File: src/rtl/pifo_pkg.sv
package pifo_pkg;
  localparam int unsigned NUM_FLOWS  = 8;
  localparam int unsigned FIFO_DEPTH = 4;
  localparam int unsigned RANK_W     = 16;
  localparam int unsigned NUM_LQ     = 2;

  localparam int unsigned FLOW_W = (NUM_FLOWS > 1) ? $clog2(NUM_FLOWS) : 1;
  localparam int unsigned LQ_W   = (NUM_LQ > 1) ? $clog2(NUM_LQ) : 1;
  localparam int unsigned IDX_W  = FLOW_W;
  localparam int unsigned CNT_W  = $clog2(FIFO_DEPTH + 1);

  typedef struct packed {
    logic              valid;
    logic [LQ_W-1:0]   lq;
    logic [FLOW_W-1:0] flow;
    logic [RANK_W-1:0] rank;
  } head_t;

  typedef struct packed {
    logic [LQ_W-1:0]   lq;
    logic [RANK_W-1:0] rank;
  } qent_t;
endpackage

File: src/rtl/pifo_rank_store.sv
module pifo_rank_store
  import pifo_pkg::*;
#(
  parameter int unsigned FLOWS = NUM_FLOWS,
  parameter int unsigned DEPTH = FIFO_DEPTH
) (
  input  logic                                  clk_i,
  input  logic                                  rst_ni,
  input  logic                                  push_i,
  input  logic [$clog2(FLOWS)-1:0]              push_flow_i,
  input  qent_t                                 push_ent_i,
  input  logic                                  pop_i,
  input  logic [$clog2(FLOWS)-1:0]              pop_flow_i,
  output qent_t [FLOWS-1:0]                     head_o,
  output logic  [FLOWS-1:0][$clog2(DEPTH+1)-1:0] cnt_o
);
  localparam int unsigned FW = $clog2(FLOWS);
  localparam int unsigned CW = $clog2(DEPTH + 1);
  localparam int unsigned PW = (DEPTH > 1) ? $clog2(DEPTH) : 1;

  function automatic logic [PW-1:0] bump(input logic [PW-1:0] p);
    return (p == PW'(DEPTH - 1)) ? '0 : p + PW'(1);
  endfunction

  for (genvar f = 0; f < FLOWS; f++) begin : g_flow
    logic          wr_en, rd_en;
    logic [PW-1:0] rd_q, wr_q;
    logic [CW-1:0] cnt_q;
    qent_t         mem_q [DEPTH];

    assign wr_en = push_i && (push_flow_i == FW'(f));
    assign rd_en = pop_i && (pop_flow_i == FW'(f));

    always_ff @(posedge clk_i or negedge rst_ni) begin
      if (!rst_ni) begin
        rd_q  <= '0;
        wr_q  <= '0;
        cnt_q <= '0;
      end else begin
        if (wr_en) wr_q <= bump(wr_q);
        if (rd_en) rd_q <= bump(rd_q);
        cnt_q <= cnt_q + CW'(wr_en) - CW'(rd_en);
      end
    end

    always_ff @(posedge clk_i) begin
      if (wr_en) mem_q[wr_q] <= push_ent_i;
    end

    assign head_o[f] = mem_q[rd_q];
    assign cnt_o[f]  = cnt_q;

    assert_no_overflow_R8: assert property (@(posedge clk_i) disable iff (!rst_ni)
      cnt_q <= CW'(DEPTH));
    assert_full_push_R8: assert property (@(posedge clk_i) disable iff (!rst_ni)
      (wr_en && cnt_q == CW'(DEPTH)) |-> rd_en);
    assert_pop_nonempty_R4: assert property (@(posedge clk_i) disable iff (!rst_ni)
      rd_en |-> (cnt_q != '0));
  end
endmodule

File: src/rtl/pifo_remove.sv
module pifo_remove
  import pifo_pkg::*;
#(
  parameter int unsigned N = NUM_FLOWS
) (
  input  head_t [N-1:0]        arr_i,
  input  logic                 pop_i,
  input  logic [$clog2(N)-1:0] idx_i,
  output head_t [N-1:0]        arr_o
);
  localparam int unsigned IW = $clog2(N);

  // entries at and above the popped slot move one step toward the head
  for (genvar i = 0; i < N; i++) begin : g_slot
    logic sh;
    assign sh = pop_i && (IW'(i) >= idx_i);
    if (i == N - 1) begin : g_last
      assign arr_o[i] = sh ? '0 : arr_i[i];
    end else begin : g_mid
      assign arr_o[i] = sh ? arr_i[i+1] : arr_i[i];
    end
  end
endmodule

File: src/rtl/pifo_insert.sv
module pifo_insert
  import pifo_pkg::*;
#(
  parameter int unsigned N = NUM_FLOWS
) (
  input  head_t [N-1:0] arr_i,
  input  logic          en_i,
  input  head_t         ent_i,
  output head_t [N-1:0] arr_o
);
  // ge is a thermometer: sorted, packed array => first greater rank or first hole
  logic [N-1:0] ge;

  for (genvar i = 0; i < N; i++) begin : g_slot
    assign ge[i] = !arr_i[i].valid || (arr_i[i].rank > ent_i.rank);
    if (i == 0) begin : g_first
      assign arr_o[i] = (en_i && ge[i]) ? ent_i : arr_i[i];
    end else begin : g_rest
      assign arr_o[i] = (!en_i || !ge[i]) ? arr_i[i] :
                        (ge[i-1] ? arr_i[i-1] : ent_i);
    end
  end
endmodule

File: src/rtl/pifo_flow_sched.sv
module pifo_flow_sched
  import pifo_pkg::*;
(
  input  logic              clk_i,
  input  logic              rst_ni,
  input  logic              enq_valid_i,
  input  logic [LQ_W-1:0]   enq_lq_i,
  input  logic [RANK_W-1:0] enq_rank_i,
  input  logic [FLOW_W-1:0] enq_flow_i,
  output logic              enq_drop_o,
  input  logic              deq_valid_i,
  input  logic [LQ_W-1:0]   deq_lq_i,
  output logic              deq_done_o,
  output logic              deq_hit_o,
  output logic [RANK_W-1:0] deq_rank_o,
  output logic [FLOW_W-1:0] deq_flow_o
);
  head_t [NUM_FLOWS-1:0] arr_q, arr_rm, arr_ri, arr_d;
  qent_t [NUM_FLOWS-1:0] rs_head;
  logic  [NUM_FLOWS-1:0][CNT_W-1:0] rs_cnt;

  logic [NUM_FLOWS-1:0]                lq_match;
  logic [NUM_FLOWS-1:0][NUM_FLOWS-1:0] flow_hit;  // [flow][slot]
  logic [NUM_FLOWS-1:0]                has_head;

  logic              pop_hit;
  logic [IDX_W-1:0]  pop_idx;
  logic [FLOW_W-1:0] pop_flow;
  logic [RANK_W-1:0] pop_rank;

  logic  reins_en, popped_same, head_after, drop, to_fifo, to_arr;
  head_t reins_ent, new_ent;
  qent_t fifo_ent;

  // dequeue select: lowest slot whose logical queue matches
  for (genvar i = 0; i < NUM_FLOWS; i++) begin : g_match
    assign lq_match[i] = arr_q[i].valid && (arr_q[i].lq == deq_lq_i);
  end

  always_comb begin
    pop_idx = '0;
    for (int i = NUM_FLOWS - 1; i >= 0; i--) begin
      if (lq_match[i]) pop_idx = IDX_W'(i);
    end
  end

  assign pop_hit  = deq_valid_i && (|lq_match);
  assign pop_flow = arr_q[pop_idx].flow;
  assign pop_rank = arr_q[pop_idx].rank;

  for (genvar f = 0; f < NUM_FLOWS; f++) begin : g_flow
    for (genvar i = 0; i < NUM_FLOWS; i++) begin : g_slot
      assign flow_hit[f][i] = arr_q[i].valid && (arr_q[i].flow == FLOW_W'(f));
    end
    assign has_head[f] = |flow_hit[f];
  end

  // re-insert path: popped flow's next rank from its FIFO
  assign reins_en  = pop_hit && (rs_cnt[pop_flow] != '0);
  assign reins_ent = '{valid: 1'b1, lq: rs_head[pop_flow].lq,
                       flow: pop_flow, rank: rs_head[pop_flow].rank};

  // external enqueue path
  assign popped_same = pop_hit && (pop_flow == enq_flow_i);
  assign head_after  = has_head[enq_flow_i] &&
                       !(popped_same && rs_cnt[enq_flow_i] == '0);
  assign drop        = enq_valid_i && head_after && !popped_same &&
                       (rs_cnt[enq_flow_i] == CNT_W'(FIFO_DEPTH));
  assign to_fifo     = enq_valid_i && head_after && !drop;
  assign to_arr      = enq_valid_i && !head_after;
  assign new_ent     = '{valid: 1'b1, lq: enq_lq_i, flow: enq_flow_i, rank: enq_rank_i};
  assign fifo_ent    = '{lq: enq_lq_i, rank: enq_rank_i};

  pifo_rank_store #(.FLOWS(NUM_FLOWS), .DEPTH(FIFO_DEPTH)) u_store (
    .clk_i      (clk_i),
    .rst_ni     (rst_ni),
    .push_i     (to_fifo),
    .push_flow_i(enq_flow_i),
    .push_ent_i (fifo_ent),
    .pop_i      (reins_en),
    .pop_flow_i (pop_flow),
    .head_o     (rs_head),
    .cnt_o      (rs_cnt)
  );

  pifo_remove #(.N(NUM_FLOWS)) u_remove (
    .arr_i(arr_q),
    .pop_i(pop_hit),
    .idx_i(pop_idx),
    .arr_o(arr_rm)
  );

  // re-insert goes first so it wins ties against the new entry
  pifo_insert #(.N(NUM_FLOWS)) u_ins_reinsert (
    .arr_i(arr_rm),
    .en_i (reins_en),
    .ent_i(reins_ent),
    .arr_o(arr_ri)
  );

  pifo_insert #(.N(NUM_FLOWS)) u_ins_new (
    .arr_i(arr_ri),
    .en_i (to_arr),
    .ent_i(new_ent),
    .arr_o(arr_d)
  );

  always_ff @(posedge clk_i or negedge rst_ni) begin
    if (!rst_ni) begin
      arr_q      <= '0;
      enq_drop_o <= 1'b0;
      deq_done_o <= 1'b0;
      deq_hit_o  <= 1'b0;
      deq_rank_o <= '0;
      deq_flow_o <= '0;
    end else begin
      arr_q      <= arr_d;
      enq_drop_o <= drop;
      deq_done_o <= deq_valid_i;
      deq_hit_o  <= pop_hit;
      deq_rank_o <= pop_hit ? pop_rank : '0;
      deq_flow_o <= pop_hit ? pop_flow : '0;
    end
  end

  for (genvar i = 0; i < NUM_FLOWS - 1; i++) begin : g_sorted_chk
    assert_sorted_R1: assert property (@(posedge clk_i) disable iff (!rst_ni)
      arr_q[i+1].valid |-> (arr_q[i].valid && arr_q[i].rank <= arr_q[i+1].rank));
  end

  for (genvar f = 0; f < NUM_FLOWS; f++) begin : g_flow_chk
    assert_one_head_R3: assert property (@(posedge clk_i) disable iff (!rst_ni)
      $onehot0(flow_hit[f]));
    assert_queued_has_head_R3: assert property (@(posedge clk_i) disable iff (!rst_ni)
      (rs_cnt[f] != '0) |-> has_head[f]);
  end

  assert_miss_R6: assert property (@(posedge clk_i) disable iff (!rst_ni)
    (deq_valid_i && !(|lq_match)) |=> (deq_done_o && !deq_hit_o));
  assert_reinsert_R4: assert property (@(posedge clk_i) disable iff (!rst_ni)
    reins_en |=> has_head[$past(pop_flow)]);
  assert_room_R5: assert property (@(posedge clk_i) disable iff (!rst_ni)
    to_arr |-> !arr_ri[NUM_FLOWS-1].valid);
endmodule

File: config.mk
export PLATFORM = sky130hd
export DESIGN_NAME = pifo_flow_sched
export DESIGN_NICKNAME = d
export VERILOG_FILES = /design/src/rtl/pifo_pkg.sv /design/src/rtl/pifo_rank_store.sv /design/src/rtl/pifo_remove.sv /design/src/rtl/pifo_insert.sv /design/src/rtl/pifo_flow_sched.sv
export SDC_FILE = /design/constraint.sdc
export NUM_CORES = 2
export LEC_CHECK = 0
export ABC_CLOCK_PERIOD_IN_PS = 25900
export BUFFER_PORTS_ARGS = -buffer_cell sky130_fd_sc_hd__buf_2
export CAP_MARGIN = 10
export CORE_UTILIZATION = 55
export CTS_BUF_LIST = sky130_fd_sc_hd__clkbuf_16
export CTS_CLUSTER_SIZE = 24
export DETAILED_ROUTE_END_ITERATION = 16
export PLACE_DENSITY = 0.72
export SLEW_MARGIN = 20
export SYNTH_ARGS = -nofsm -noshare
export SYNTH_HDL_FRONTEND = slang
export SYNTH_SLANG_ARGS = --single-unit
File: constraint.sdc
create_clock -name clk_i -period 25.9 [get_ports clk_i]
set_clock_uncertainty 0.1 [all_clocks]
set_input_delay 5.18 -clock clk_i [delete_from_list [all_inputs] [get_ports clk_i]]
set_output_delay 5.18 -clock clk_i [all_outputs]
set_load 0.02 [all_outputs]
After elaboration in Yosys (flattened, before gate mapping)
Memories as Yosys holds them, arrays and structs flattened.
Index checks and enable logic that the tools add are counted.
- register bits: 246
- word-level logic and storage cells: 510
- memories: 8
- RAM bits: 544
- mux-type cells: 90
- reductions and logical operators: 195
- equality and inequality tests: 97
- magnitude comparators: 27
- add/subtract/negate cells: 32
- memories (memory ; words ; bits a word ; read ports ; clocked after memory_dff ; write ports ; line ; source):
    u_store.g_flow[0].mem_q ; 4 ; 17 ; 1 ; 0 ; 1 ; pifo_rank_store.sv:29 ; qent_t mem_q [DEPTH];
    u_store.g_flow[1].mem_q ; 4 ; 17 ; 1 ; 0 ; 1 ; pifo_rank_store.sv:29 ;
    u_store.g_flow[2].mem_q ; 4 ; 17 ; 1 ; 0 ; 1 ; pifo_rank_store.sv:29 ;
    u_store.g_flow[3].mem_q ; 4 ; 17 ; 1 ; 0 ; 1 ; pifo_rank_store.sv:29 ;
    u_store.g_flow[4].mem_q ; 4 ; 17 ; 1 ; 0 ; 1 ; pifo_rank_store.sv:29 ;
    u_store.g_flow[5].mem_q ; 4 ; 17 ; 1 ; 0 ; 1 ; pifo_rank_store.sv:29 ;
    2 more memories ; - ; - ; - ; - ; - ; - ;
- operators by type and width (kind ; count):
    21-bit 2-to-1 mux ; 38
    16-bit > comparator ; 16
    3-bit == test, second input constant ; 41
    1-bit logical AND ; 108
    8-bit OR reduction ; 9
    21-bit binary-select mux with 3-bit select ; 1
    3-bit by 2-bit == test with 1-bit output, second input constant ; 20
    17-bit binary-select mux with 3-bit select ; 1
    1-bit zero test ; 36
    3-bit zero test ; 11
    3-bit 2-to-1 mux ; 11
    2-bit by 1-bit adder with 2-bit output, second input constant ; 16
    2-bit == test, second input constant ; 16
    2-bit 2-to-1 mux ; 16
    3-bit by 1-bit == test with 1-bit output, second input constant ; 10
    1-bit logical OR ; 30
    3-bit by 1-bit adder with 3-bit output ; 8
    3-bit by 1-bit subtractor with 3-bit output ; 8
    19-bit 2-to-1 mux ; 1
    3-bit binary-select mux with 3-bit select ; 2
    1-bit 2-to-1 mux ; 17
    17-bit 2-to-1 mux ; 1
    16-bit 2-to-1 mux ; 1
    3-bit greater-or-equal comparator, first input constant ; 4
    other kinds (8) ; 19

Logic depth before layout (Yosys ltp)
- word-level depth: 25
- mapped depth: 47
- mapped depth without buffers: 39

Cells and area by module
Synthesis repeated with hierarchy kept, for this count alone.
- cells, all modules: 3714
- area, all modules: 46559.7 um^2
- modules (own cells, without submodules) (module ; cells an instance ; instances ; seq. area each (um^2) ; area each (um^2)):
    pifo_rank_store ; 1005 ; 1 ; 17737.0 ; 23125.9
    pifo_flow_sched ; 657 ; 1 ; 4754.6 ; 8672.1
    pifo_insert at u_ins_new ; 884 ; 1 ; 0.0 ; 6364.9
    pifo_insert at u_ins_reinsert ; 974 ; 1 ; 0.0 ; 6354.8
    pifo_remove ; 194 ; 1 ; 0.0 ; 2042.0

Least setup slack after synthesis
Ideal clock, no wire load.
- kind: input to register
- from: in deq_lq_i
- to: reg arr_q[115] (netlist bit)
- data arrival time: 13.366 ns
- setup time: 0.125 ns
- cell stages on the path: 44
- buffers on the path: 7
- required time: 25.675 ns
- slack: 12.310 ns
- path through: buf_6 xor2_1 a211o_1 a211oi_2 buf_4 a21oi_1 a211o_1 nand2_1 buf_2 buf_1 mux2i_1 mux2i_1 mux2_2 inv_1 ha_1 a21oi_1 nor2b_1 o21ai_0 (+8 left out) mux2i_1 mux2_2 ha_1 nor2b_1 o21a_1 o21a_1 o21a_1 o21a_1 o21a_1 o21a_1 o21ai_0 nand2_1 a211oi_1 o21ai_0 a31o_2 nand2_1 buf_2 mux2_2
- RTL lines (item ; line ; source):
    start: declaration ; pifo_flow_sched.sv:12 ; input logic [LQ_W-1:0] deq_lq_i,
    end signal: assignment ; pifo_flow_sched.sv:117 ; arr_q <= arr_d;
    end: declaration ; pifo_flow_sched.sv:18 ; head_t [NUM_FLOWS-1:0] arr_q, arr_rm, arr_ri, arr_d;

==> out/qor.csv <==
stage,metric,value,unit
status,status,"complete, no violations",
synth,synthTopCellsByArea,"edfxtp_1 36%, dfrtp_1 13%, ha_1 7.9%, mux2_2 6.9%, mux4_2 6.8%",
timing,worst_pin_slew,1.122,ns
synth,synth_commonest_cells,"544 x edfxtp_1, 298 x mux2i_1, 289 x ha_1, 280 x mux2_2, 246 x dfrtp_1",
synth,ys_seq_area_frac,0.4908,
placement,globalplace.congestion,1.014,
setup_path,cp-start-kind,primary input,
cts,h-tree-depth,3,
cts,cts_setup_buffers,0,
synth,synth_top_area_share,0.3565,
timing,fmax,58.20,MHz
synth,synth_top_flop_cell,edfxtp_1,
synth,syn-num-nets,4009,
job,max_cap_violations,0,
setup_path,max_stage_delay,1.03,ns
synth,yosysTopAreaCell,edfxtp_1,
grt,grt_max_degree,144,
timing,rsz0062_at_grt,false,
setup_path,cp.required,26.24,ns
cts,numCtsBuffers,85,
synth,syn_area,0.04583,mm2
timing,finalMaxSlewViolations,0,
timing,timing.final.hold_violations,0,
cts,root_buffer,clkbuf_16,
floorplan,num_io_pins,47,
grt,grt_pass1_wl,208800,um
synth,synth_edf_count,544,
setup_path,cpMostUsedCell,a21oi_1,
timing,layout_min_cycle_time,17.18,ns
setup_path,crit_path_end_kind,flop,
layout,fin_nets,4009,
grt,grt_pass1_vias,31490,
route,vias,32450,
setup_path,slowest_stage,nor2b_2,
layout,antenna_cells,0,
timing,relSlewSlack,0.2486,
layout,syn_to_final_growth,9.368,%
floorplan,start_util,0.5572,
cts,clk_latency,0.66,ns
route,viasPerCell,6.726,
route,drc_errors,0,
timing,fin_setup_tns,0,ns
layout,seq_area,0.02249,mm2
placement,portBuffers,46,
synth,yosysWarningCount,0,
floorplan,coreArea,0.08224,mm2
grt,grt-ovfl-total,0,
route,initialDrtViolationCount,3750,
synth,async_reset_ff_frac,0.3114,
setup_path,crit_arrival,17.52,ns
layout,fillers,6353,
cts,clockBufferDepth,3,
cts,cts_tree,yes,
floorplan,die_area,0.08448,mm2
min_path,min_path_type,reg -> reg,
floorplan,rows,105,
synth,synth_most_common_cell,edfxtp_1,
timing,setup_viol,0,
floorplan,die_h,290.7,um
floorplan,die_x,290.7,um
grt,track_usage,0.3321,
layout,drive_above_1_share,0.2003,
cts,ctsResizeCount,0,
route,postRouteWirelength,140400,um
setup_path,crit_fanout,53,
cts,cts.sinks,790,
synth,syn_area_per_cell,12.43,um2
route,wire_per_inst,29.09,um
synth,synthCells,3687,
grt,antenna_found_initial,2,
timing,min_period_over_period,0.6633,
cts,cts_hold_buf,0,
route,drt-pass1-iter-count,6,
synth,synth.distinct_cells,93,
layout,multi_input_area,0.02199,mm2
synth,ys_seq_elements,790,
setup_path,crit_type,in -> reg,
route,ant_nets,0,
placement,dpl.hpwl,100000,um
cts,clkTransAtPathRegs,0.06,ns
==> layer usage <==
layer | share of wire | vias up | GRT usage
met1 | 0.43 | 16260 | 0.4828
met5 | 0.000085 | - | 0
li1 | - | 14200 | -
met2 | 0.44 | 1721 | 0.4886
met3 | 0.093 | 262 | 0.06202
met4 | 0.044 | 2 | 0.1408
==> logic make-up after synthesis <==
family	count (synthesis)	synth area share
flip-flops	790	0.4908
AND/OR/NAND/NOR	760	0.08270
AO/OA/AOI/OAI	725	0.1035
multiplexers	719	0.2028
buffers and inverters	366	0.03189
adder cells (fa/ha/maj)	297	0.08240
XOR/XNOR	30	0.005898
==> registers in the layout (all words and copies together) (netlist names) <==
signal,count
arr_q,168
deq_done_o,1
deq_flow_o,3
deq_hit_o,1
deq_rank_o,16
enq_drop_o,1
u_store.g_flow.cnt_q,24
u_store.g_flow.mem_q,544
u_store.g_flow.rd_q,16
u_store.g_flow.wr_q,16
==> metrics by stage <==
stage | hold slack [ns] | std cells | setup WS [ns] | cell area [um2] | util
after global placement | 0.3848 | 4670 | 8.371 | 47240 | 0.5745
after CTS | 0.4115 | 4824 | 8.903 | 50120 | 0.6094
after floorplan | 0.3530 | 3687 | 12.31 | 45830 | -
final | 0.4158 | 4824 | 8.719 | 50120 | 0.6094
after global routing | 0.4508 | 4824 | 8.233 | 50120 | 0.6094
after detailed placement | 0.4023 | 4670 | 8.270 | 47250 | 0.5745
==> worst max-delay path: cells and delay by family <==
kind	cells	cell delay, ns
buf+inv	4	1.44
xor+xnor	1	0.14
mux	4	1.44
simple gates	9	3.18
fa+ha+maj	2	0.72
compound gates	20	5.29
==> placed cells by master (no fill, tap or decap), types with 35 or more instances in the layout <==
cell	count
edfxtp_1	544
mux2i_1	297
ha_1	289
mux2_2	280
dfrtp_1	246
nor2_1	202
a21oi_1	193
inv_1	162
mux4_2	139
o21ai_0	135
nand2_1	133
clkbuf_16	87
nor3_1	86
buf_4	79
o22ai_1	65
nand3_1	64
nand4_1	52
and2_1	52
a21o_1	50
buf_2	45
nand2b_1	35
==> final cells by class <==
cell class,count,area share
clock buffers,87,0.04344
clock inverters,67,0.01376
inverters,153,0.01146
multi-input cells,2531,0.4388
flip-flops and latches,790,0.4488
well taps,1070,0.02671
repair buffers,126,0.01703
==> path summary, 6_finish.rpt <==
kind / to / start / slack, ns / cells after the start
max: arr_q[71] / deq_lq_i / 8.72 / 40
min: u_store.g_flow[5].cnt_q[2] / u_store.g_flow[5].cnt_q[2] / 0.42 / 1
max reg2reg: arr_q[71] / arr_q[83] / 12.96 / 39
min reg2reg: u_store.g_flow[5].cnt_q[2] / u_store.g_flow[5].cnt_q[2] / 0.42 / 1
max in group asynchronous: u_store.g_flow[3].wr_q[0] / rst_ni / 19.69 / 2
min in group asynchronous: arr_q[136] / rst_ni / 4.50 / 1
Power is not shown: default switching activity piles up to over one toggle a cycle in this logic, so the estimate is an artifact.
